## src/rtl/xfer_gate_pkg.sv

```systemverilog
package xfer_gate_pkg;

  typedef enum logic [1:0] {
    M_BDIRECT = 2'd0,
    M_BCHAIN  = 2'd1,
    M_XDIRECT = 2'd2,
    M_XCHAIN  = 2'd3
  } xferMode_t;

  typedef enum logic [1:0] {
    ST_IDLE  = 2'd0,
    ST_RUN   = 2'd1,
    ST_PAUSE = 2'd2
  } chState_t;

  // strobes from control to datapath
  typedef struct packed {
    logic qClr;     // restart the quantum count
    logic consume;  // count the current beat
  } dpStrobe_t;

endpackage

```

## src/rtl/xfer_gate_dp.sv

```systemverilog
module xfer_gate_dp
  import xfer_gate_pkg::*;
#(
  parameter int CNT_W  = 16,
  parameter int BEAT_W = 8,
  parameter int BW_W   = 4
) (
  input  logic              clk,
  input  logic              rstN,
  input  dpStrobe_t         strb,
  input  logic              cmdLoad,
  input  logic [CNT_W-1:0]  cmdBytes,
  input  logic [BEAT_W-1:0] beatBytes,
  input  logic [BW_W-1:0]   bwSel,
  output logic              cntZero,
  output logic              lastBeat,
  output logic              quantumHit
);

  localparam int QCNT_W = (1 << BW_W) + 6;
  localparam int QLIM_W = QCNT_W + 1;

  logic [CNT_W-1:0]  remCnt;
  logic [QCNT_W-1:0] qCnt;
  logic [CNT_W-1:0]  beatRem;
  logic [QLIM_W-1:0] qSum;
  logic [QLIM_W-1:0] qLimit;

  assign beatRem    = CNT_W'(beatBytes);
  assign cntZero    = (remCnt == '0);
  assign lastBeat   = (remCnt <= beatRem);
  assign qSum       = QLIM_W'(qCnt) + QLIM_W'(beatBytes);
  assign qLimit     = QLIM_W'(1) << (int'(bwSel) + 6);
  assign quantumHit = (qSum >= qLimit);

  always_ff @(posedge clk) begin
    if (!rstN) begin
      remCnt <= '0;
    end else if (cmdLoad) begin
      remCnt <= cmdBytes;
    end else if (strb.consume) begin
      remCnt <= lastBeat ? '0 : remCnt - beatRem;
    end
  end

  always_ff @(posedge clk) begin
    if (!rstN) begin
      qCnt <= '0;
    end else if (strb.qClr) begin
      qCnt <= '0;
    end else if (strb.consume) begin
      qCnt <= qSum[QCNT_W-1:0];
    end
  end

  AST_REM_HOLD: assert property (@(posedge clk) disable iff (!rstN)
    (!strb.consume && !cmdLoad) |=> $stable(remCnt));

  AST_REM_NO_RISE: assert property (@(posedge clk) disable iff (!rstN)
    (strb.consume && !cmdLoad) |=> (remCnt <= $past(remCnt)));

endmodule

```

## src/rtl/xfer_gate_ctrl.sv

```systemverilog
module xfer_gate_ctrl
  import xfer_gate_pkg::*;
(
  input  logic      clk,
  input  logic      rstN,
  input  logic      extCtlEn,
  input  logic      dmaReq,
  input  logic      pauseWr,
  input  logic      pauseWrVal,
  input  logic [1:0] xferMode,
  input  logic      beatValid,
  input  logic      beatDesc,
  input  logic      cntZero,
  input  logic      lastBeat,
  input  logic      quantumHit,
  output dpStrobe_t strb,
  output logic      runAck,
  output logic      doneP,
  output logic      started,
  output logic      busy,
  output logic      cfgErr
);

  chState_t state, stateNext;
  logic reqPrev;
  logic reqEdge;
  logic chainMode;
  logic dataBeat;
  logic finishNow;
  logic pauseNow;
  logic resumeNow;
  logic pauseOn;
  logic armReject;

  assign chainMode = (xferMode == M_BCHAIN) || (xferMode == M_XCHAIN);
  assign reqEdge   = extCtlEn && dmaReq && !reqPrev;
  assign dataBeat  = beatValid && !(chainMode && beatDesc);

  assign strb.consume = (state == ST_RUN) && dataBeat;
  assign finishNow    = strb.consume && lastBeat;
  assign pauseNow     = strb.consume && !lastBeat && pauseOn && quantumHit;
  assign resumeNow    = (state != ST_RUN) && reqEdge;
  assign strb.qClr    = pauseNow || resumeNow;
  assign armReject    = pauseWr && pauseWrVal && chainMode && !cntZero;
  assign runAck       = (state == ST_RUN);

  always_comb begin
    stateNext = state;
    unique case (state)
      ST_IDLE:  if (reqEdge) stateNext = ST_RUN;
      ST_RUN: begin
        if (finishNow)     stateNext = ST_IDLE;
        else if (pauseNow) stateNext = ST_PAUSE;
      end
      ST_PAUSE: if (reqEdge) stateNext = ST_RUN;
      default:  stateNext = ST_IDLE;
    endcase
  end

  always_ff @(posedge clk) begin
    if (!rstN) begin
      state   <= ST_IDLE;
      reqPrev <= 1'b0;
      doneP   <= 1'b0;
      started <= 1'b0;
      busy    <= 1'b0;
    end else begin
      state   <= stateNext;
      reqPrev <= dmaReq;
      doneP   <= finishNow;
      if (resumeNow)                  started <= 1'b1;
      else if (pauseNow || finishNow) started <= 1'b0;
      if (resumeNow)      busy <= 1'b1;
      else if (finishNow) busy <= 1'b0;
    end
  end

  always_ff @(posedge clk) begin
    if (!rstN) begin
      pauseOn <= 1'b0;
      cfgErr  <= 1'b0;
    end else if (pauseWr) begin
      if (armReject) begin
        cfgErr <= 1'b1;
      end else begin
        pauseOn <= pauseWrVal;
        cfgErr  <= 1'b0;
      end
    end
  end

  AST_START_RUN: assert property (@(posedge clk) disable iff (!rstN)
    (reqEdge && state == ST_IDLE) |=> (runAck && started && busy));

  AST_STARTED_BUSY: assert property (@(posedge clk) disable iff (!rstN)
    started |-> busy);

  AST_DONE_PULSE: assert property (@(posedge clk) disable iff (!rstN)
    doneP |=> !doneP);

  AST_DONE_IDLE: assert property (@(posedge clk) disable iff (!rstN)
    doneP |-> (!busy && !started && !runAck));

  AST_PAUSE_BUSY: assert property (@(posedge clk) disable iff (!rstN)
    (state == ST_PAUSE) |-> (busy && !started && !doneP));

  AST_RESUME: assert property (@(posedge clk) disable iff (!rstN)
    (state == ST_PAUSE && reqEdge) |=> (runAck && started));

  AST_NO_PAUSE_DISARMED: assert property (@(posedge clk) disable iff (!rstN)
    (!pauseOn && state == ST_RUN) |=> (state != ST_PAUSE));

  AST_DESC_SKIP: assert property (@(posedge clk) disable iff (!rstN)
    (beatValid && beatDesc && chainMode) |-> !strb.consume);

  AST_CFG_REJECT: assert property (@(posedge clk) disable iff (!rstN)
    armReject |=> (cfgErr && pauseOn == $past(pauseOn)));

  AST_GATE_IDLE: assert property (@(posedge clk) disable iff (!rstN)
    (!extCtlEn && state == ST_IDLE) |=> (state == ST_IDLE));

endmodule

```

## src/rtl/dma_xfer_gate.sv

```systemverilog
module dma_xfer_gate
  import xfer_gate_pkg::*;
#(
  parameter int CNT_W  = 16,
  parameter int BEAT_W = 8,
  parameter int BW_W   = 4
) (
  input  logic              clk,
  input  logic              rstN,
  input  logic              extCtlEn,
  input  logic [1:0]        xferMode,
  input  logic [BW_W-1:0]   bwSel,
  input  logic              pauseWr,
  input  logic              pauseWrVal,
  input  logic              cmdLoad,
  input  logic [CNT_W-1:0]  cmdBytes,
  input  logic              beatValid,
  input  logic [BEAT_W-1:0] beatBytes,
  input  logic              beatDesc,
  input  logic              dmaReq,
  output logic              dmaAck,
  output logic              dmaDone,
  output logic              chanStarted,
  output logic              chanBusy,
  output logic              cfgErr
);

  dpStrobe_t strb;
  logic cntZero, lastBeat, quantumHit;
  logic runAck, doneP;

  xfer_gate_ctrl u_ctrl (
    .clk        (clk),
    .rstN       (rstN),
    .extCtlEn   (extCtlEn),
    .dmaReq     (dmaReq),
    .pauseWr    (pauseWr),
    .pauseWrVal (pauseWrVal),
    .xferMode   (xferMode),
    .beatValid  (beatValid),
    .beatDesc   (beatDesc),
    .cntZero    (cntZero),
    .lastBeat   (lastBeat),
    .quantumHit (quantumHit),
    .strb       (strb),
    .runAck     (runAck),
    .doneP      (doneP),
    .started    (chanStarted),
    .busy       (chanBusy),
    .cfgErr     (cfgErr)
  );

  xfer_gate_dp #(
    .CNT_W  (CNT_W),
    .BEAT_W (BEAT_W),
    .BW_W   (BW_W)
  ) u_dp (
    .clk        (clk),
    .rstN       (rstN),
    .strb       (strb),
    .cmdLoad    (cmdLoad),
    .cmdBytes   (cmdBytes),
    .beatBytes  (beatBytes),
    .bwSel      (bwSel),
    .cntZero    (cntZero),
    .lastBeat   (lastBeat),
    .quantumHit (quantumHit)
  );

  assign dmaAck  = runAck && extCtlEn;
  assign dmaDone = doneP && extCtlEn;

  AST_ACK_DONE_EXCL: assert property (@(posedge clk) disable iff (!rstN)
    !(dmaAck && dmaDone));

endmodule

```

## config.mk

```make
export PLATFORM = sky130hd
export DESIGN_NAME = dma_xfer_gate
export DESIGN_NICKNAME = d
export VERILOG_FILES = /design/src/rtl/xfer_gate_pkg.sv /design/src/rtl/xfer_gate_dp.sv /design/src/rtl/xfer_gate_ctrl.sv /design/src/rtl/dma_xfer_gate.sv
export SDC_FILE = /design/constraint.sdc
export NUM_CORES = 1
export LEC_CHECK = 0
export BUFFER_PORTS_ARGS = -buffer_cell sky130_fd_sc_hd__buf_2
export CORE_UTILIZATION = 50
export DETAILED_ROUTE_END_ITERATION = 8
export PLACE_DENSITY_LB_ADDON = 0.15
export SYNTH_ARGS = -nofsm -noshare
export SYNTH_HDL_FRONTEND = slang
export SYNTH_SLANG_ARGS = --single-unit
```

## constraint.sdc

```tcl
create_clock -name clk -period 4.4 [get_ports clk]
set_input_delay 0.88 -clock clk [delete_from_list [all_inputs] [get_ports clk]]
set_output_delay 0.88 -clock clk [all_outputs]
set_load 0.05 [all_outputs]
```

After elaboration in Yosys (flattened, before gate mapping). Index checks and enable logic that the tools add are counted.

Bits in registers: 46. Input port bits: 39. Output and inout bits: 5. Word-level logic and storage cells: 67.

Add/sub/neg operators: 3. Magnitude comparators: 2. Equality and inequality tests: 7. Shift operators: 1. Mux-type cells: 12. Bitwise logic cells: 2. Reductions and logical operators: 31.

Operator list (count): 16-bit two-way mux (3); 1-bit by 32-bit left shift with 23-bit output (first input constant) (1); 22-bit by 8-bit adder with 23-bit output (1); 23-bit >= comparator (1); 16-bit by 8-bit less-or-equal comparator with 1-bit output (1); 16-bit logical NOT (1); 16-bit by 8-bit subtractor with 16-bit output (1); 1-bit logical AND (15); 2-bit two-way mux (3); 2-bit nonzero test (3); 4-bit by 3-bit adder with 5-bit output (second input constant) (1); 1-bit two-way mux (5); 2-bit by 1-bit == test with 1-bit output (second input constant) (2); 2-bit == test (second input constant) (2); 1-bit logical NOT (4); 2-bit by 1-bit != test with 1-bit output (second input constant) (2); 2-bit case mux with 2 select lines (1); 2-bit AND reduction (2); 2-bit OR reduction (2); 1-bit logical OR (3); 3-bit by 1-bit != test with 1-bit output (second input constant) (1); 2-bit logical NOT (1); 1-bit inverter (2).

Logic depth before layout (Yosys ltp). Gate-level depths: netlist of run 1.

Depth after elaboration: 12. Gate-level depth with buffers: 18. Gate-level depth less buffers: 16.

Modules after synthesis. A second synthesis of run 1 with hierarchy kept.

Cells, all modules: 497. Area, all modules: 3868.7 um2.

By module, submodules not included: xfer_gate_dp (instances 1, cells each 457, area each 3488.3 um2, sequential area each 760.7 um2); xfer_gate_ctrl (instances 1, cells each 38, area each 367.9 um2, sequential area each 160.2 um2); dma_xfer_gate (instances 1, cells each 2, area each 12.5 um2, sequential area each 0.0 um2).

Worst setup path before layout of run 1. No wires, ideal clock.

Path kind: input to register. From: in beatBytes[0]. To: reg u_dp.qCnt[21]. Library setup time: 0.115 ns. Arrival: 4.147 ns. Required time: 4.285 ns. Path slack: 0.138 ns. Stages on the path: 18. Buffers on the path: 2. Cells stage by stage: ha_1 > inv_1 > fa_1 > nand2b_1 > a211oi_1 > o21ai_1 > buf_2 > nor2_1 > nand3_1 > xnor2_1 > ha_1 > inv_1 > nor4_2 > nand2_1 > o211a_1 > o41ai_4 > buf_6 > nor2_2.

Elaborated cells on any way between the ends: 9. Classes of those cells: 1 x add/sub; 2 x order compare; 6 x reduce/logical.

RTL lines: start: declaration (RTL line dma_xfer_gate.sv:18) `input logic [BEAT_W-1:0] beatBytes,`; 22-bit by 8-bit adder with 23-bit output (RTL line xfer_gate_dp.sv:32) `assign qSum = QLIM_W'(qCnt) + QLIM_W'(beatBytes);`; net u_dp.qSum[18] (RTL line xfer_gate_dp.sv:26) `logic [QLIM_W-1:0] qSum;`; 23-bit >= comparator (RTL line xfer_gate_dp.sv:34) `assign quantumHit = (qSum >= qLimit);`; 1-bit logical AND (RTL line xfer_gate_ctrl.sv:41) `assign pauseNow = strb.consume && !lastBeat && pauseOn && quantumHit;`; 1-bit logical OR (RTL line xfer_gate_ctrl.sv:43) `assign strb.qClr = pauseNow || resumeNow;`; 2-bit OR reduction (no source line); end signal: assignment (RTL line xfer_gate_dp.sv:52) `qCnt <= qSum[QCNT_W-1:0];`; end: declaration (RTL line xfer_gate_dp.sv:24) `logic [QCNT_W-1:0] qCnt;`.

The timed path passes the listed nets, and every way through them passes these cells. A chain may end at the register's enable or synchronous reset.

Final worst setup path of run 1.
From: in beatBytes[0]. To: reg u_dp.qCnt[1].

Same word-level chain as after synthesis.

==> results.cfg, run 1 <==
[global_route]
grt_overflow = 0
grt_use_met2_pct = 41.3
grt_pass1_vias = 3334
grt.total_usage_pct = 24.2
use_met1_pct = 31.4
top_usage_layer = met2
antenna_found_initial = 0
gr-usage-met3_pct = 2.49
grt_pass1_wl_mm = 14.9
grt_max_degree = 23

[clock_network]
clk_latency_ns = 0.30
root_buffer = clkbuf_8
clock_path_buffers = 2
cts_made_buffers = 5
cts-htree-levels = 2
cts_tree = yes
clkTransAtPathRegs_ns = 0.09
cts.sink_count = 46

[sta]
tns_ns = 0
setup_slack_ns = 0.188
whs_ns = 0.467
period_share_pct = 95.7
rsz0062_at_grt = no
hold_violations = 0
fin_crit_ns = 4.21
tightestPinTransition_ns = 0.631
setup_violations = 0
relSlewSlack_pct = 57.9
finalClockSkew_ns = 0.0114
slew_viol_final = 0
timing.fmax_mhz = 237

[power_and_ir_drop]
powerDensity_mw_per_mm2 = 226
combPwrFrac_pct = 27.6
power.share.switching_pct = 32.6
p_switching_uw = 316
irDropWorstVdd_uv = 184
power.internal_uw = 655
power_frac_seq_pct = 45.7
total_leakage_power_nw = 1.84
power_frac_clock_pct = 26.7
power.total_uw = 971

[route]
num_vias = 3586
initialDrtViolationCount = 175
wire_per_inst_um = 13.9
totalWireLength_mm = 8.95
antenna_left = 0
dr.pass1.iters = 4
drc = 0
viasPerCell = 5.59

[run]
drv_cap = 0

[critical_path]
startpoint_type = input port
cp_max_fo = 22
crit_required_ns = 4.57
end_kind = flip-flop
crit_type = input port to flip-flop
cp.arrival_ns = 4.38

[placed_design]
hpwlAfterDp_mm = 6.90
io_buffers = 42
dp_cells = 634
gp_congestion = 0.873
dp_slack_ns = -0.361

[logic_synthesis]
synthTopCellsByArea = dfxtp_1, ha_1, xnor2_1
syn-num-nets = 576
synth_top_area_cell = dfxtp_1
yosysUniqueCellTypes = 56
synth_edf_count = 0
synth_top_area_share_pct = 24.2
ys_seq_area_share_pct = 24.2
syn_inst = 495
ys_async_sr_fraction_pct = 0
synth_area_per_cell_um2 = 7.69
netlist_area_mm2 = 0.00380
yosysWarnings = 0
ys.flop_type = dfxtp_1
synth_seq_cells = 46

[cells_and_area]
multi_input_area_mm2 = 0.00272
layout.nets = 623
fillCellCount = 726
drive_gt1_share_pct = 18.0
fin_cells = 642
insertedDiodeCount = 0
syn_to_final_growth_pct = 12.8
regArea_um2 = 921

[die]
fp.dieW_um = 89.2
fp.dieH_um = 89.2
start_util_pct = 52.2
ios = 44
dieArea_mm2 = 0.00796
num_rows = 31
coreArea_mm2 = 0.00729

[min_path]
hold_path_class = flip-flop to flip-flop

[outcome]
status = finished, final reports clean
-- cell families after synthesis --
logic type,after synthesis,share of synthesized area (%)
muxes,1,0.263
xor gates and xnor gates,41,9.44
and+or+nand+nor,218,29.1
adders and majority gates,42,14.2
DFF,46,24.2
buffers and inverters,44,4.83
AOI/OAI and AO/OA,103,17.9
-- critical path, cell delays in order --
cell and delay, ns:
buf_2 0.09, ha_1 0.17, inv_1 0.06, fa_1 0.39, nand2b_4 0.18, a211oi_4 0.26, o21ai_2 0.14, or3_1 0.34
xnor2_1 0.15, ha_1 0.30, nand3_1 0.10, nor4_2 0.27, nand2_1 0.08, o211a_1 0.27, o41ai_4 0.39, buf_12 0.24
a211oi_1 0.07
-- repair_timing --
item,CTS,global route
setup buffers,0,0
endpoints found under the setup margin,8,25
gates resized for setup,1,3
hold buffers,0,0
pin swaps,0,1
-- layout by cell type, fill, tap and decap left out, types with 5 or more instances in the layout --
cell / synthesis / final
a221oi_1: 6 / 6
a21oi_2: 6 / 6
buf_2: 3 / 42
a21oi_1: 38 / 38
o21a_1: 6 / 6
and3_1: 16 / 16
nor2_2: 14 / 14
xor2_1: 12 / 12
xnor2_1: 29 / 29
nor2b_1: 5 / 5
buf_4: 0 / 14
nor4_1: 7 / 7
ha_1: 40 / 40
nand4_1: 6 / 6
o21ai_0: 17 / 17
nand2_1: 64 / 64
inv_1: 26 / 26
nand3_1: 21 / 21
and2_1: 6 / 6
dfxtp_1: 46 / 46
clkbuf_8: 0 / 5
nor3_1: 11 / 11
nor2_1: 43 / 43
or3_1: 7 / 7
-- worst paths after layout --
kind	from	endpoint	slack (ns)	depth (start not counted)
max	beatBytes[0]	u_dp.qCnt[1]$_SDFFE_PP0P_	0.19	17
min	u_ctrl.cfgErr$_SDFFE_PN0P_	u_ctrl.cfgErr$_SDFFE_PN0P_	0.47	2
max reg2reg	u_dp.qCnt[0]$_SDFFE_PP0P_	u_dp.qCnt[1]$_SDFFE_PP0P_	0.52	16
min reg2reg	u_ctrl.cfgErr$_SDFFE_PN0P_	u_ctrl.cfgErr$_SDFFE_PN0P_	0.47	2
-- power groups by stage --
stage | sequential (mW) | combinational, mW | clock [mW]
final | 0.444 | 0.268 | 0.259
after global routing | 0.446 | 0.299 | 0.286
after CTS | 0.444 | 0.265 | 0.271
after detailed placement | 0.453 | 0.263 | 0
after global placement | 0.453 | 0.258 | 0
after floorplan | 0.456 | 0.186 | 0
-- Yosys cell counts (5+ instances only) --
cell type	instances
and2_1	6
a21oi_2	6
o21a_1	6
inv_1	26
nand3_1	21
nor2_2	14
nor3_1	11
and3_1	16
nand2_1	64
nor2_1	43
nor2b_1	5
ha_1	40
o21ai_0	17
nor4_1	7
a211oi_1	5
nand4_1	6
a21oi_1	38
xnor2_1	29
xor2_1	12
or3_1	7
clkbuf_1	12
dfxtp_1	46
a221oi_1	6
-- layer usage --
layer  share of wire [%]  up-vias
met2                  46       88
met3                 3.7       17
li1                    -     1837
met1                  48     1644
met5                   0        -
met4                 2.4        0
-- registers in the layout, indices dropped and copies added (netlist names) --
signal and cells:
u_ctrl.doneP 1, u_ctrl.cfgErr 1, u_dp.remCnt 16, u_ctrl.state 2, u_ctrl.reqPrev 1, u_ctrl.pauseOn 1, u_dp.qCnt 22, u_ctrl.busy 1
u_ctrl.started 1
-- through the flow --
step / util [%] / area, µm²
2_1_floorplan: - / 3800
3_3_place_gp: 57.3 / 4180
3_5_place_dp: 57.3 / 4180
4_1_cts: 58.6 / 4270
5_1_grt: 58.9 / 4290
6_report: 58.9 / 4290
-- final cells by class --
type                            count  share of cell area, %
Timing Repair Buffer               57                   7.81
Sequential cell                    46                   21.5
Clock inverter                      2                  0.321
Inverter                           27                   2.36
Clock buffer                        6                   1.69
Multi-Input combinational cell    405                   63.5
Tap cell                           99                   2.89
Power figures use the tool's default switching activity.
==> run 2, diff against run 1 <==
Settings changed: CTS_BUF_LIST set to sky130_fd_sc_hd__clkbuf_8, SLEW_MARGIN set to 20.
==> run 2 against run 1 <==
Net effect:
- die area did not move
- combinational power is essentially flat
- first-iteration DRC count stayed put
- sequential power barely moved
- register-to-register slack hardly changed
- hold slack did not move
- final cell count did not move
- wire length about the same
- via count unchanged
- clock power about the same
- sequential share of layout area is the same
- critical endpoint unchanged
- largest power group unchanged
==> results.cfg, run 2 (synthesis results as in run 1) <==
[outcome]
status = finished, final reports clean

[die]
ios = 44
dieArea_mm2 = 0.00796
start_util_pct = 52.2
fp.dieW_um = 89.2
fp.dieH_um = 89.2
coreArea_mm2 = 0.00729
num_rows = 31

[critical_path]
crit_required_ns = 4.57
cp_max_fo = 22
end_kind = flip-flop
startpoint_type = input port
cp.arrival_ns = 4.38
crit_type = input port to flip-flop

[placed_design]
io_buffers = 42
hpwlAfterDp_mm = 6.90
gp_congestion = 0.873
post_dp_cell_area_mm2 = 0.00418
dp_cells = 634

[route]
num_vias = 3586
totalWireLength_mm = 8.95
drc = 0
wire_per_inst_um = 13.9
viasPerCell = 5.59
antenna_left = 0
initialDrtViolationCount = 175
dr.pass1.iters = 4

[clock_network]
root_buffer = clkbuf_8
cts.sink_count = 46
clk_latency_ns = 0.30
cts_made_buffers = 5
cts_tree = yes
clock_path_buffers = 2
clkTransAtPathRegs_ns = 0.09
cts-htree-levels = 2

[global_route]
grt_overflow = 0
grt_max_degree = 23
grt.total_usage_pct = 24.2
grt_pass1_vias = 3334
grt_pass1_wl_mm = 14.9
antenna_found_initial = 0

[cells_and_area]
syn_to_final_growth_pct = 12.8
final_cell_area_mm2 = 0.00429
drive_gt1_share_pct = 18.0
top_register = u_dp.qCnt
final_common_cell = nand2_1
largest_reg_flops = 22
fin_cells = 642
reg_top3 = u_dp.qCnt (22), u_dp.remCnt (16), u_ctrl.state (2)
fillCellCount = 726
insertedDiodeCount = 0
final_cell_mix = nand2_1, dfxtp_1, nor2_1, buf_2, ha_1
layout.nets = 623

[sta]
fin_crit_ns = 4.21
relSlewSlack_pct = 57.9
period_share_pct = 95.7
finalClockSkew_ns = 0.0114
timing.fmax_mhz = 237
tightestPinTransition_ns = 0.631
tns_ns = 0
setup_violations = 0
hold_violations = 0
rsz0062_at_grt = no
slew_viol_final = 0

[power_and_ir_drop]
power_frac_clock_pct = 26.5
total_leakage_power_nw = 1.84
powerDensity_mw_per_mm2 = 226
power.internal_uw = 653
p_switching_uw = 316
irDropWorstVdd_uv = 184
power.total_uw = 969
combPwrFrac_pct = 27.7
power.share.switching_pct = 32.6
power_frac_seq_pct = 45.8

[run]
drv_cap = 0

[min_path]
hold_path_class = flip-flop to flip-flop
run 2: cell types whose count changed in the layout (fill, tap and decap cells not counted), sizes merged:
cell    delta
clkbuf     -1
inv        +1
run 2: worst max-delay path, stage by stage:
cell and delay, ns:
buf_2 0.09, ha_1 0.17, inv_1 0.06, fa_1 0.39, nand2b_4 0.18, a211oi_4 0.26, o21ai_2 0.14, or3_1 0.34
xnor2_1 0.15, ha_1 0.30, nand3_1 0.10, nor4_2 0.27, nand2_1 0.08, o211a_1 0.27, o41ai_4 0.39, buf_12 0.24
a211oi_1 0.07
run 2: final cells by class:
cell class / count / area (µm²) / share of cell area (%)
clock inverter: 3 / 17.5 / 0.408
sequential: 46 / 921 / 21.5
multi-input combinational: 405 / 2720 / 63.5
tap: 99 / 124 / 2.89
timing repair buffer: 57 / 335 / 7.81
inverter: 27 / 101 / 2.36
clock buffer: 5 / 68.8 / 1.60
run 2: power by group through the flow:
stage	clock network [mW]	registers, mW	logic (mW)
6_report	0.257	0.444	0.268
5_1_grt	0.284	0.446	0.299
4_1_cts	0.269	0.444	0.265
3_5_place_dp	0	0.453	0.263
3_3_place_gp	0	0.453	0.258
2_1_floorplan	0	0.456	0.186
run 2: routing by layer:
metal	vias up	global-route usage, %	wire length (µm)
met3	17	2.49	327
met5	-	0	0
li1	1837	-	-
met4	0	9.67	214
met1	1644	31.4	4290
met2	88	41.3	4120
run 2: what timing repair did:
action / CTS / global route
endpoints found under the setup margin: 8 / 25
hold buffers: 0 / 0
setup buffers: 0 / 0
resized for setup: 1 / 3
pin swaps: 0 / 1
run 2: final timing paths:
path | start | slack [ns] | cells past startpoint | end
max reg2reg | u_dp.qCnt[0]$_SDFFE_PP0P_ | 0.52 | 16 | u_dp.qCnt[1]$_SDFFE_PP0P_
min reg2reg | u_ctrl.cfgErr$_SDFFE_PN0P_ | 0.47 | 2 | u_ctrl.cfgErr$_SDFFE_PN0P_
max | beatBytes[0] | 0.19 | 17 | u_dp.qCnt[1]$_SDFFE_PP0P_
min | u_ctrl.cfgErr$_SDFFE_PN0P_ | 0.47 | 2 | u_ctrl.cfgErr$_SDFFE_PN0P_
run 2: metrics by stage:
step / hold slack [ns] / util (%) / setup WS (ns)
floorplan: 0.437 / - / 0.138
CTS: 0.471 / 58.6 / 0.0722
finish: 0.467 / 58.9 / 0.188
global placement: 0.448 / 57.3 / -0.334
detailed placement: 0.460 / 57.3 / -0.361
global route: 0.486 / 58.9 / 0.0137
==> run 3, diff against run 2 <==
Settings changed: ABC_AREA set to 1.
==> run 3 against run 2 <==
Net effect:
- non-clock buffer count shrank 14
- synthesized cell count grew 36%
- hold slack gained 0.0073 ns
- sequential cell count is the same
- final cell count grew 28%
==> results.cfg, run 3 <==
[global_route]
grt_pass1_wl_mm = 17.6
antenna_found_initial = 0
grt_max_degree = 29
grt_pass1_vias = 3959
grt_overflow = 0
grt.total_usage_pct = 24.8

[sta]
hold_violations = 0
rsz0062_at_grt = no
relSlewSlack_pct = 44.3
fin_crit_ns = 3.75
slew_viol_final = 0
setup_violations = 0
whs_ns = 0.474
tns_ns = 0
setup_slack_ns = 0.646
period_share_pct = 85.3
tightestPinTransition_ns = 0.834
finalClockSkew_ns = 0.0113
timing.fmax_mhz = 266

[die]
fp.dieH_um = 94.5
ios = 44
coreArea_mm2 = 0.00826
dieArea_mm2 = 0.00892
fp.dieW_um = 94.5
num_rows = 33
start_util_pct = 51.8

[logic_synthesis]
netlist_area_mm2 = 0.00427
synth_top_area_share_pct = 21.5
yosysUniqueCellTypes = 33
synth_top_area_cell = dfxtp_1
synth_top_cells_by_count = nand2_1, inv_1, nor2_1
syn-num-nets = 756
yosysWarnings = 0
ys.flop_type = dfxtp_1
yosysMostFrequentCell = nand2_1
synth_area_per_cell_um2 = 6.33
synth_edf_count = 0
ys_async_sr_fraction_pct = 0
synthTopCellsByArea = dfxtp_1, nand2_1, ha_1
syn_inst = 675
ys_seq_area_share_pct = 21.5
synth_seq_cells = 46

[critical_path]
cp.buffers_inverters = 5
crit_top_cell = nand2_1
crit_required_ns = 4.63
cp_max_fo = 22
path_cells = buf_2 -> ha_1 -> inv_1 -> fa_1 -> inv_1 -> nand3_1 -> nand2_1 -> nand2_1 -> nand2_1 -> nand2_1 -> inv_1 -> nand4_1 -> and2_1 -> ha_1 -> a21o_1 -> nor2_1 -> nand2_1 -> nand2_1 -> nand4_1 -> nand2_4 -> nand2_2 -> buf_12 -> a21oi_2
end_kind = flip-flop
slowest_delay_ns = 0.41
cp.arrival_ns = 3.98
critPathTopFamily = simple AND/OR/NAND/NOR gates
worst_path_max_delay_cell = fa_1
crit_type = input port to flip-flop
startpoint_type = input port

[route]
antenna_left = 0
dr.pass1.iters = 5
viasPerCell = 5.17
num_vias = 4237
drc = 0
initialDrtViolationCount = 148
totalWireLength_mm = 10.5
wire_per_inst_um = 12.9

[placed_design]
post_dp_cell_area_mm2 = 0.00457
gp_congestion = 0.835
io_buffers = 42
dp_slack_ns = 0.401
hpwlAfterDp_mm = 8.40

[cells_and_area]
insertedDiodeCount = 0
syn_to_final_growth_pct = 9.46
reg_top3 = u_dp.qCnt (22), u_dp.remCnt (16), u_ctrl.state (2)
postLayoutCoreUtil_pct = 56.7
layout.nets = 794
final_cell_mix = nand2_1, inv_1, nor2_1, dfxtp_1, buf_2
top_register = u_dp.qCnt
final_cell_area_mm2 = 0.00468
drive_gt1_share_pct = 15.0
final_common_cell = nand2_1
largest_reg_flops = 22

[clock_network]
cts_setup_buffers = 0
cts-htree-levels = 2
root_buffer = clkbuf_8
cts_tree = yes
cts_made_buffers = 5
cts_resized = 0
clock_path_buffers = 2
clk_latency_ns = 0.30
clkTransAtPathRegs_ns = 0.09
postCtsHoldBufs = 0
cts.sink_count = 46

[run]
drv_cap = 0

[power_and_ir_drop]
total_leakage_power_nw = 2.34
powerDensity_mw_per_mm2 = 238
irDropWorstVdd_uv = 150

[min_path]
hold_path_class = flip-flop to flip-flop

[outcome]
status = finished, final reports clean
[run 3: cell count changes in the layout (fill, tap and decap cells not counted), moves of 8 or more]
cell and delta:
a21oi_1 -8, a21oi_2 +15, and3_1 -16, buf_4 -14, inv_1 +62, nand2_1 +167
nand2_2 +11, nand3_1 +11, nand4_1 +8, nor2_1 +14, nor2_2 -10, xnor2_1 -25
[run 3: worst paths after layout]
path	startpoint	to	slack, ns	cells after the start
worst max register to register	u_dp.qCnt[0]$_SDFFE_PP0P_	u_dp.qCnt[15]$_SDFFE_PP0P_	0.99	22
worst min-delay path	u_ctrl.busy$_SDFFE_PN0P_	u_ctrl.busy$_SDFFE_PN0P_	0.47	2
worst max-delay path	beatBytes[0]	u_dp.qCnt[15]$_SDFFE_PP0P_	0.65	23
worst min register to register	u_ctrl.busy$_SDFFE_PN0P_	u_ctrl.busy$_SDFFE_PN0P_	0.47	2
[run 3: per-layer routing]
layer | routed length (µm) | GRT usage [%]
met1 | 4680 | 29.2
met2 | 5270 | 46.6
met4 | 244 | 7.95
met3 | 341 | 2.90
met5 | 0 | 0
[run 3: stage by stage]
stage | instances | power [mW]
2_1_floorplan | 675 | 0.719
6_report | 819 | 1.11
3_5_place_dp | 811 | 0.803
5_1_grt | 819 | 1.19
4_1_cts | 819 | 1.12
3_3_place_gp | 811 | 0.796
[run 3: cell families (layout without fill, tap and decap cells)]
| kind of cell | after synthesis | count (layout) | share of synthesized area (%) |
|---|---|---|---|
| AND/OR/NAND/NOR | 385 | 385 | 39.7 |
| buffers and inverters | 100 | 139 | 9.31 |
| AO/OA/AOI/OAI | 84 | 84 | 13.1 |
| flip-flops | 46 | 46 | 21.5 |
| adder cells (fa/ha/maj) | 42 | 42 | 12.6 |
| XOR/XNOR | 18 | 18 | 3.69 |
[run 3: worst min-delay path, stage by stage (launching register included)]
cell and delay, ns:
dfxtp_1 0.32, nand2_1 0.06, a21oi_1 0.05
[run 3: cell type report]
type	count	area (µm²)
flip-flops and latches	46	921
repair buffers	43	230
clock buffers	5	68.8
fillers	829	3580
clock inverters	3	41.3
multi-input cells	529	2960
inverters	88	330
well taps	105	131
[run 3: power by group]
| group | internal [mW] | switching (mW) | leakage, nW |
|---|---|---|---|
| clock network | 0.167 | 0.149 | 0.0556 |
| logic | 0.121 | 0.224 | 1.91 |
| registers | 0.435 | 0.0158 | 0.375 |
| total | 0.723 | 0.390 | 2.34 |
